[config.mk]
export PLATFORM = sky130hd
export DESIGN_NAME = dram_init_ctrl
export DESIGN_NICKNAME = d
export VERILOG_FILES = /design/src/rtl/dinit_pkg.sv /design/src/rtl/dinit_regs.sv /design/src/rtl/dinit_cbr_seq.sv /design/src/rtl/dinit_pins.sv /design/src/rtl/dram_init_ctrl.sv
export SDC_FILE = /design/constraint.sdc
export NUM_CORES = 1
export LEC_CHECK = 0
export ABC_AREA = 1
export BUFFER_PORTS_ARGS = -buffer_cell sky130_fd_sc_hd__buf_2
export CAP_MARGIN = 20
export CORE_ASPECT_RATIO = 0.75
export CORE_UTILIZATION = 46
export DETAILED_ROUTE_END_ITERATION = 10
export GPL_TIMING_DRIVEN = 1
export PLACE_DENSITY = 0.91
export RECOVER_POWER = 25
export SETUP_SLACK_MARGIN = 0.2
export SLEW_MARGIN = 10
export SYNTH_ARGS = -nofsm -noshare
export SYNTH_HDL_FRONTEND = slang
export SYNTH_SLANG_ARGS = --single-unit
[constraint.sdc]
create_clock -name clk -period 2.8 [get_ports clk]
set_input_delay 0.42 -clock clk [delete_from_list [all_inputs] [get_ports clk]]
set_output_delay 0.42 -clock clk [all_outputs]
set_load 0.005 [all_outputs]
[src/rtl/dinit_pkg.sv]
package dinit_pkg;

  localparam int unsigned CFG_W   = 17;
  localparam int unsigned REG_AW  = 2;

  localparam logic [REG_AW-1:0] REG_BANK_EN = 2'd0;
  localparam logic [REG_AW-1:0] REG_BOOT    = 2'd1;

  typedef struct packed {
    logic [3:0] recov;
    logic [4:0] burst_dly;
    logic [4:0] first_dly;
    logic       bus_wide;
    logic [1:0] kind;
  } boot_cfg_t;

  typedef enum logic [1:0] {
    SEQ_IDLE,
    SEQ_LEAD,
    SEQ_BOTH,
    SEQ_DONE
  } seq_state_e;

  function automatic boot_cfg_t boot_default(input logic strap_wide);
    boot_cfg_t c;
    c.recov     = 4'hF;
    c.burst_dly = 5'h1F;
    c.first_dly = 5'h1F;
    c.bus_wide  = ~strap_wide;
    c.kind      = 2'd0;
    return c;
  endfunction

endpackage

[src/rtl/dinit_regs.sv]
module dinit_regs
  import dinit_pkg::*;
#(
  parameter int unsigned NBANK = 4
) (
  input  logic               clk,
  input  logic               rst_n,
  input  logic               wake,
  input  logic               strap_wide,
  input  logic               wr_en,
  input  logic [REG_AW-1:0]  wr_addr,
  input  logic [CFG_W-1:0]   wr_data,
  output logic [NBANK-1:0]   en_o,
  output logic [NBANK-1:0]   hold_o,
  output logic [CFG_W-1:0]   cfg_o
);

  logic [NBANK-1:0] en_q, en_d;
  logic [NBANK-1:0] hold_q, hold_d;
  boot_cfg_t        cfg_q, cfg_d;
  logic             bwset_q, bwset_d;
  logic             upd;
  boot_cfg_t        cfg_view;

  assign upd = wake | wr_en;

  always_comb begin
    en_d    = en_q;
    hold_d  = hold_q;
    cfg_d   = cfg_q;
    bwset_d = bwset_q;
    if (wake) begin
      en_d    = '0;
      hold_d  = '1;
      cfg_d   = boot_default(1'b1);
      bwset_d = 1'b0;
    end else if (wr_en) begin
      case (wr_addr)
        REG_BANK_EN: begin
          en_d   = wr_data[NBANK-1:0];
          hold_d = hold_q & ~wr_data[NBANK-1:0];
        end
        REG_BOOT: begin
          cfg_d   = boot_cfg_t'(wr_data);
          bwset_d = 1'b1;
        end
        default: ;
      endcase
    end
  end

  always_ff @(posedge clk or negedge rst_n) begin
    if (!rst_n) begin
      en_q    <= '0;
      hold_q  <= '0;
      cfg_q   <= boot_default(1'b1);
      bwset_q <= 1'b0;
    end else if (upd) begin
      en_q    <= en_d;
      hold_q  <= hold_d;
      cfg_q   <= cfg_d;
      bwset_q <= bwset_d;
    end
  end

  always_comb begin
    cfg_view = cfg_q;
    if (!bwset_q) cfg_view.bus_wide = ~strap_wide;
  end

  assign en_o   = en_q;
  assign hold_o = hold_q;
  assign cfg_o  = cfg_view;

endmodule

[src/rtl/dinit_cbr_seq.sv]
module dinit_cbr_seq
  import dinit_pkg::*;
#(
  parameter int unsigned RAS_CYC = 2
) (
  input  logic clk,
  input  logic rst_n,
  input  logic wake,
  input  logic start,
  output logic busy,
  output logic cas_act,
  output logic ras_act,
  output logic done
);

  localparam int unsigned CW = $clog2(RAS_CYC) + 1;

  seq_state_e    state_q, state_d;
  logic [CW-1:0] cnt_q, cnt_d;
  logic          adv;

  assign adv = wake | start | (state_q != SEQ_IDLE);

  always_comb begin
    state_d = state_q;
    cnt_d   = cnt_q;
    case (state_q)
      SEQ_IDLE: begin
        cnt_d = '0;
        if (start) state_d = SEQ_LEAD;
      end
      SEQ_LEAD: state_d = SEQ_BOTH;
      SEQ_BOTH: begin
        if (cnt_q == CW'(RAS_CYC - 1)) begin
          state_d = SEQ_DONE;
          cnt_d   = '0;
        end else begin
          cnt_d = cnt_q + 1'b1;
        end
      end
      SEQ_DONE: state_d = SEQ_IDLE;
      default:  state_d = SEQ_IDLE;
    endcase
    if (wake) begin
      state_d = SEQ_IDLE;
      cnt_d   = '0;
    end
  end

  always_ff @(posedge clk or negedge rst_n) begin
    if (!rst_n) begin
      state_q <= SEQ_IDLE;
      cnt_q   <= '0;
    end else if (adv) begin
      state_q <= state_d;
      cnt_q   <= cnt_d;
    end
  end

  assign busy    = (state_q != SEQ_IDLE);
  assign cas_act = (state_q == SEQ_LEAD) || (state_q == SEQ_BOTH);
  assign ras_act = (state_q == SEQ_BOTH);
  assign done    = (state_q == SEQ_DONE);

endmodule

[src/rtl/dinit_pins.sv]
module dinit_pins #(
  parameter int unsigned NBANK = 4,
  parameter int unsigned NCS   = 4
) (
  input  logic [NBANK-1:0] hold,
  input  logic             cas_act,
  input  logic             ras_act,
  output logic [NBANK-1:0] ras_n,
  output logic [NBANK-1:0] cas_n,
  output logic [NCS-1:0]   cs_n,
  output logic             oe_n,
  output logic             we_n,
  output logic             io_rd_n,
  output logic             io_wr_n,
  output logic             card_oe_n,
  output logic             card_we_n
);

  for (genvar b = 0; b < NBANK; b++) begin : g_bank
    assign ras_n[b] = ~(hold[b] | ras_act);
    assign cas_n[b] = ~(hold[b] | cas_act);
  end

  assign cs_n      = '1;
  assign oe_n      = 1'b1;
  assign we_n      = 1'b1;
  assign io_rd_n   = 1'b1;
  assign io_wr_n   = 1'b1;
  assign card_oe_n = 1'b1;
  assign card_we_n = 1'b1;

endmodule

[src/rtl/dram_init_ctrl.sv]
module dram_init_ctrl
  import dinit_pkg::*;
#(
  parameter int unsigned NBANK   = 4,
  parameter int unsigned NCS     = 4,
  parameter int unsigned AW      = 12,
  parameter int unsigned DW      = 32,
  parameter int unsigned RAS_CYC = 2
) (
  input  logic                    clk,
  input  logic                    rst_n,
  input  logic                    wake_rst,
  input  logic                    boot_wide,
  input  logic                    reg_we,
  input  logic [REG_AW-1:0]       reg_addr,
  input  logic [CFG_W-1:0]        reg_wdata,
  input  logic                    req_valid,
  input  logic                    req_write,
  input  logic [AW-1:0]           req_addr,
  output logic                    req_ready,
  output logic                    fwd_valid,
  output logic                    fwd_write,
  output logic [AW-1:0]           fwd_addr,
  output logic                    rsp_valid,
  output logic [DW-1:0]           rsp_rdata,
  output logic [NBANK-1:0]        bank_en,
  output logic [CFG_W-1:0]        boot_cfg,
  output logic [NBANK-1:0]        ras_n,
  output logic [NBANK-1:0]        cas_n,
  output logic [NCS-1:0]          cs_n,
  output logic                    oe_n,
  output logic                    we_n,
  output logic                    io_rd_n,
  output logic                    io_wr_n,
  output logic                    card_oe_n,
  output logic                    card_we_n
);

  localparam int unsigned BSEL_W = $clog2(NBANK);

  logic              rst_meta, rst_sync;
  logic [NBANK-1:0]  hold;
  logic              busy, cas_act, ras_act, seq_done;
  logic [BSEL_W-1:0] bank_sel;
  logic              hit_en, accept, cbr_start;

  always_ff @(posedge clk or negedge rst_n) begin
    if (!rst_n) begin
      rst_meta <= 1'b0;
      rst_sync <= 1'b0;
    end else begin
      rst_meta <= 1'b1;
      rst_sync <= rst_meta;
    end
  end

  assign bank_sel  = req_addr[AW-1 -: BSEL_W];
  assign hit_en    = bank_en[bank_sel];
  assign req_ready = ~busy;
  assign accept    = req_valid & req_ready;
  assign cbr_start = accept & ~req_write & ~hit_en;

  assign fwd_valid = accept & hit_en;
  assign fwd_write = req_write;
  assign fwd_addr  = req_addr;
  assign rsp_valid = seq_done;
  assign rsp_rdata = '0;

  dinit_regs #(.NBANK(NBANK)) u_regs (
    .clk        (clk),
    .rst_n      (rst_sync),
    .wake       (wake_rst),
    .strap_wide (boot_wide),
    .wr_en      (reg_we),
    .wr_addr    (reg_addr),
    .wr_data    (reg_wdata),
    .en_o       (bank_en),
    .hold_o     (hold),
    .cfg_o      (boot_cfg)
  );

  dinit_cbr_seq #(.RAS_CYC(RAS_CYC)) u_seq (
    .clk     (clk),
    .rst_n   (rst_sync),
    .wake    (wake_rst),
    .start   (cbr_start),
    .busy    (busy),
    .cas_act (cas_act),
    .ras_act (ras_act),
    .done    (seq_done)
  );

  dinit_pins #(.NBANK(NBANK), .NCS(NCS)) u_pins (
    .hold      (hold),
    .cas_act   (cas_act),
    .ras_act   (ras_act),
    .ras_n     (ras_n),
    .cas_n     (cas_n),
    .cs_n      (cs_n),
    .oe_n      (oe_n),
    .we_n      (we_n),
    .io_rd_n   (io_rd_n),
    .io_wr_n   (io_wr_n),
    .card_oe_n (card_oe_n),
    .card_we_n (card_we_n)
  );

endmodule

==> metrics list <==
* Share of Yosys cell area claimed by the top area cell type: 0.2773
- Min Hold Slack: 0.3489 ns
* Worst slack at placement: 1.161 ns
* Signed area change from the synthesized netlist to the final layout: 4.044%
- Post-DP HPWL: 2644 microns
- Critical Path, Cell by Cell: inv_1 > ha_1 > nor2_1 > buf_2
- Synthesis instantiated 22 different standard cells from the library.
* Post-synthesis mux area share: 0
- CTS sink cnt: 32
* Fin crit share: 0.6582
- Max-cap violations in this run came to 0.
* Starting Density: 0.4809
* Arrival time of the worst setup path: ~1.4 ns
- Synthesis produced a netlist whose cell count is 216.
- Startpoint kind of the worst setup timing path: flop
* Sum of negative setup slack: 0 ns
- PwrDens: slightly above 600 nW/um^2
* Sort of element at the end of the critical path: output port
* Latest clock arrival within the worst-skew pair: 0.28 ns
- Maximum cell stage delay along the critical path: roughly 0.42 ns
- The commonest cells after synthesis are 72 x buf_4, 32 x nand2_1, 18 x dfrtp_1.
- The min-delay analysis places its worst path in the category flop to flop.
- Counting the fill cells in the layout gives approximately 390.
- Of the total synthesized cell area, the portion taken by XOR and XNOR cells is 0.
- The clock arrives with 0.002843 ns of skew.
* I/O pin cnt: 125
- For this run the aggregate overflow at the end of global routing stands at 0.
* CTS root buffer: clkbuf_8
- Highest net fanout along the worst path: 5
- The number of hold-slack violations in the final timing report came to 0.
- Number of inserted diodes: 0
- Headroom to the max-slew limit came out at 0.3692.
* Routability Congestion: about 0.77
* Dominant combinational cell family by area after synthesis: buffers and inverters
* Num rows: 20
- Entering global routing, the biggest net connects 26 pins.
* Adder-cell area share of the yosys netlist: 0.01926
- Number of failing setup endpoints in the final timing report: 0
- Origin of the worst setup path: u_seq.state_q[0]
* Area of combinational cells with multiple inputs: 664.4 sq um
- Max Clk Rate: between 500 and 600 MHz
- The run finished with clean final reports.
- The area fraction in compound gates after synthesis came to 0.09499.
- The clock tree synthesis step divided the H-tree into 2 levels.
* First-pass iteration count of the detailed router: 4
- A synthesized cell averages 9.025 sq um.
- Ratio of cells with drive above 1 in the final layout: 0.3307
- In the post-route analysis, the smallest setup slack over all paths is 0.9570 ns.
- By area the synthesized netlist is led by buf_4 28%, dfrtp_1 23%, dfstp_2 19%.
* Wire length of the first global-routing pass: 5437 microns
- Following the worst setup path forward leads to its endpoint at cas_n[1].
* Clock-pin transition on the worst setup and hold timing paths: 0.06 ns
- In the synthesized netlist the dominant register cell turns out to be dfrtp_1.
- For this run, the share of the core covered by cells in the final layout is 0.5003.
- Total of flip-flops plus latches after synthesis: 32
- TritonCTS Buffers: 5
- In this run the deepest clock path goes through 2 buffers.
- Required time of the critical path: 2.38 ns
- Leak: 1.079 nW
- Post-detailed-routing wire length: 3359 microns
* Area share of and/or/nand/nor cells after synthesis: 0.1438
* Most frequent cell after synthesis: buf_4
* Average detailed-routed wire length per instance: 10.87 microns
- The final layout contains 294 nets.
- After layout, the design draws a total of 1.250 mW.
* Vertical die dimension: 58.38 microns
- For the pin with the worst max-slew slack, the measured transition is 0.9462 ns.
* Launch instance of the worst min-delay path: rst_meta
* Unrepaired setup endpoints after global routing: no
- The worst path in the final design needs a cycle of 1.843 ns, including I/O delays and setup.
* Mapped cell area: just under 2000 sq um
- Port bufs: 62
- IR analysis of the VDD net gives a maximum drop of 0.0002931 V.
- FF-to-FF End: u_seq.state_q[0]
- TritonCTS clock tree: yes
- The final number of max-transition violations came to 0.
- Vias in the first global route: 1141
- Overall fraction of global-route tracks in use: 0.1595
- The initial antenna violation count was 0.
* Cell type contributing the most total cell area after synthesis: buf_4
* Detailed router's first-iteration violation count: 78
- Die span in x: a little under 80 microns
* Crit-path slowest cell: dfrtp_1
* Area of the placeable core: between 4000 and 5000 sq um
- Crit path kind: flop to output port
- For this block, the via count after detailed routing is 1323.
- Setup slack, reg-to-reg: 1.31 ns
- Share of synthesized area occupied by flip-flops and latches: 0.4198
* Routed Antenna Nets: 0
* Total Die Area: 4505 sq um
- Remaining DRCs: 0
* Source of the worst register-to-register timing path: u_seq.state_q[0]
- The worst register-to-register path has a depth of 9.
- FF/Latch Area: 818.3 sq um
- Count of synthesis-stage warnings from yosys: 0
- In the synthesized netlist the async set-or-reset flop fraction comes to 1.000.
- Post-synth EDFFs: 0
- After detailed routing, the number of vias per cell comes to between 4 and 5.
-- cells by family after synthesis --
kind of cell             count (synthesis)
adder cells (fa/ha/maj)                  3
buffers and inverters                   90
AND/OR/NAND/NOR                         66
AO/OA/AOI/OAI                           23
other                                    2
flip-flops                              32
-- timing repair --
item	4_1_cts	5_1_grt
setup buffers	0	0
endpoints found under the hold margin	2	0
hold buffers	1	0
resized for setup	0	0
-- layer usage --
metal | up-vias | global-route usage | wire (microns)
met3 | 8 | 0.03876 | 193
li1 | 654 | - | -
met4 | 0 | 0.07278 | 59
met2 | 56 | 0.2415 | 1555
met1 | 605 | 0.2192 | 1550
met5 | - | 0 | 0
-- through the flow --
stage | area (sq um) | std cells
3_5_place_dp | 1928 | 300
4_1_cts | 2032 | 309
6_report | 2028 | 309
3_3_place_gp | 1928 | 300
2_1_floorplan | 2103 | 257
5_1_grt | 2028 | 309
-- placed cells by master (no fill, tap or decap) --
| cell type | count |
|---|---|
| nor2_1 | 14 |
| nor4_1 | 1 |
| dlygate4sd3_1 | 1 |
| inv_1 | 13 |
| nand2_4 | 1 |
| o21a_1 | 2 |
| o21ai_1 | 2 |
| o21ai_4 | 1 |
| nand3_1 | 15 |
| o22a_1 | 13 |
| inv_4 | 1 |
| o31ai_1 | 2 |
| clkbuf_8 | 6 |
| buf_4 | 1 |
| buf_2 | 59 |
| ha_1 | 3 |
| clkinv_1 | 1 |
| nor3_1 | 3 |
| conb_1 | 43 |
| dfstp_2 | 14 |
| clkbuf_1 | 4 |
| dfrtp_1 | 18 |
| nand2_1 | 32 |
| clkinvlp_4 | 1 |
| o21ai_0 | 3 |
-- power breakdown --
group | internal, mW | leakage (nW) | switching, mW | total [mW]
clock | 0.199 | 0.0445 | 0.162 | 0.362
sequential | 0.524 | 0.368 | 0.0473 | 0.572
combinational | 0.131 | 0.667 | 0.186 | 0.317
-- worst min-delay path by stage --
stage | end | cells past startpoint
global placement | rst_meta | 1
global route | rst_sync | 0
finish | rst_sync | 0
floorplan | rst_meta | 0
CTS | rst_sync | 0
detailed placement | rst_meta | 1
-- layout make-up --
type | count | area share
Multi-Input combinational cell | 135 | 0.3276
Clock inverter | 1 | 0.003701
Tap cell | 55 | 0.03393
Timing Repair Buffer | 64 | 0.1598
Clock buffer | 7 | 0.04257
Sequential cell | 32 | 0.4035
Inverter | 15 | 0.02899
-- registers in the layout, indices dropped and copies added, names as in the netlist --
signal          flops
u_regs.cfg_q        1
u_regs.cfg_o       16
u_regs.en_o         4
rst_meta            1
u_regs.bwset_q      1
u_seq.cnt_q         2
u_regs.hold_o       4
u_seq.state_q       2
rst_sync            1
-- critical path, delay by kind of cell (launching register included) --
kind                     cells  cell delay (ns)
flip-flops                   1             0.42
AND/OR/NAND/NOR              1             0.14
adder cells (fa/ha/maj)      1             0.36
buffers and inverters        2             0.21
(Power assumes the default switching activity.)
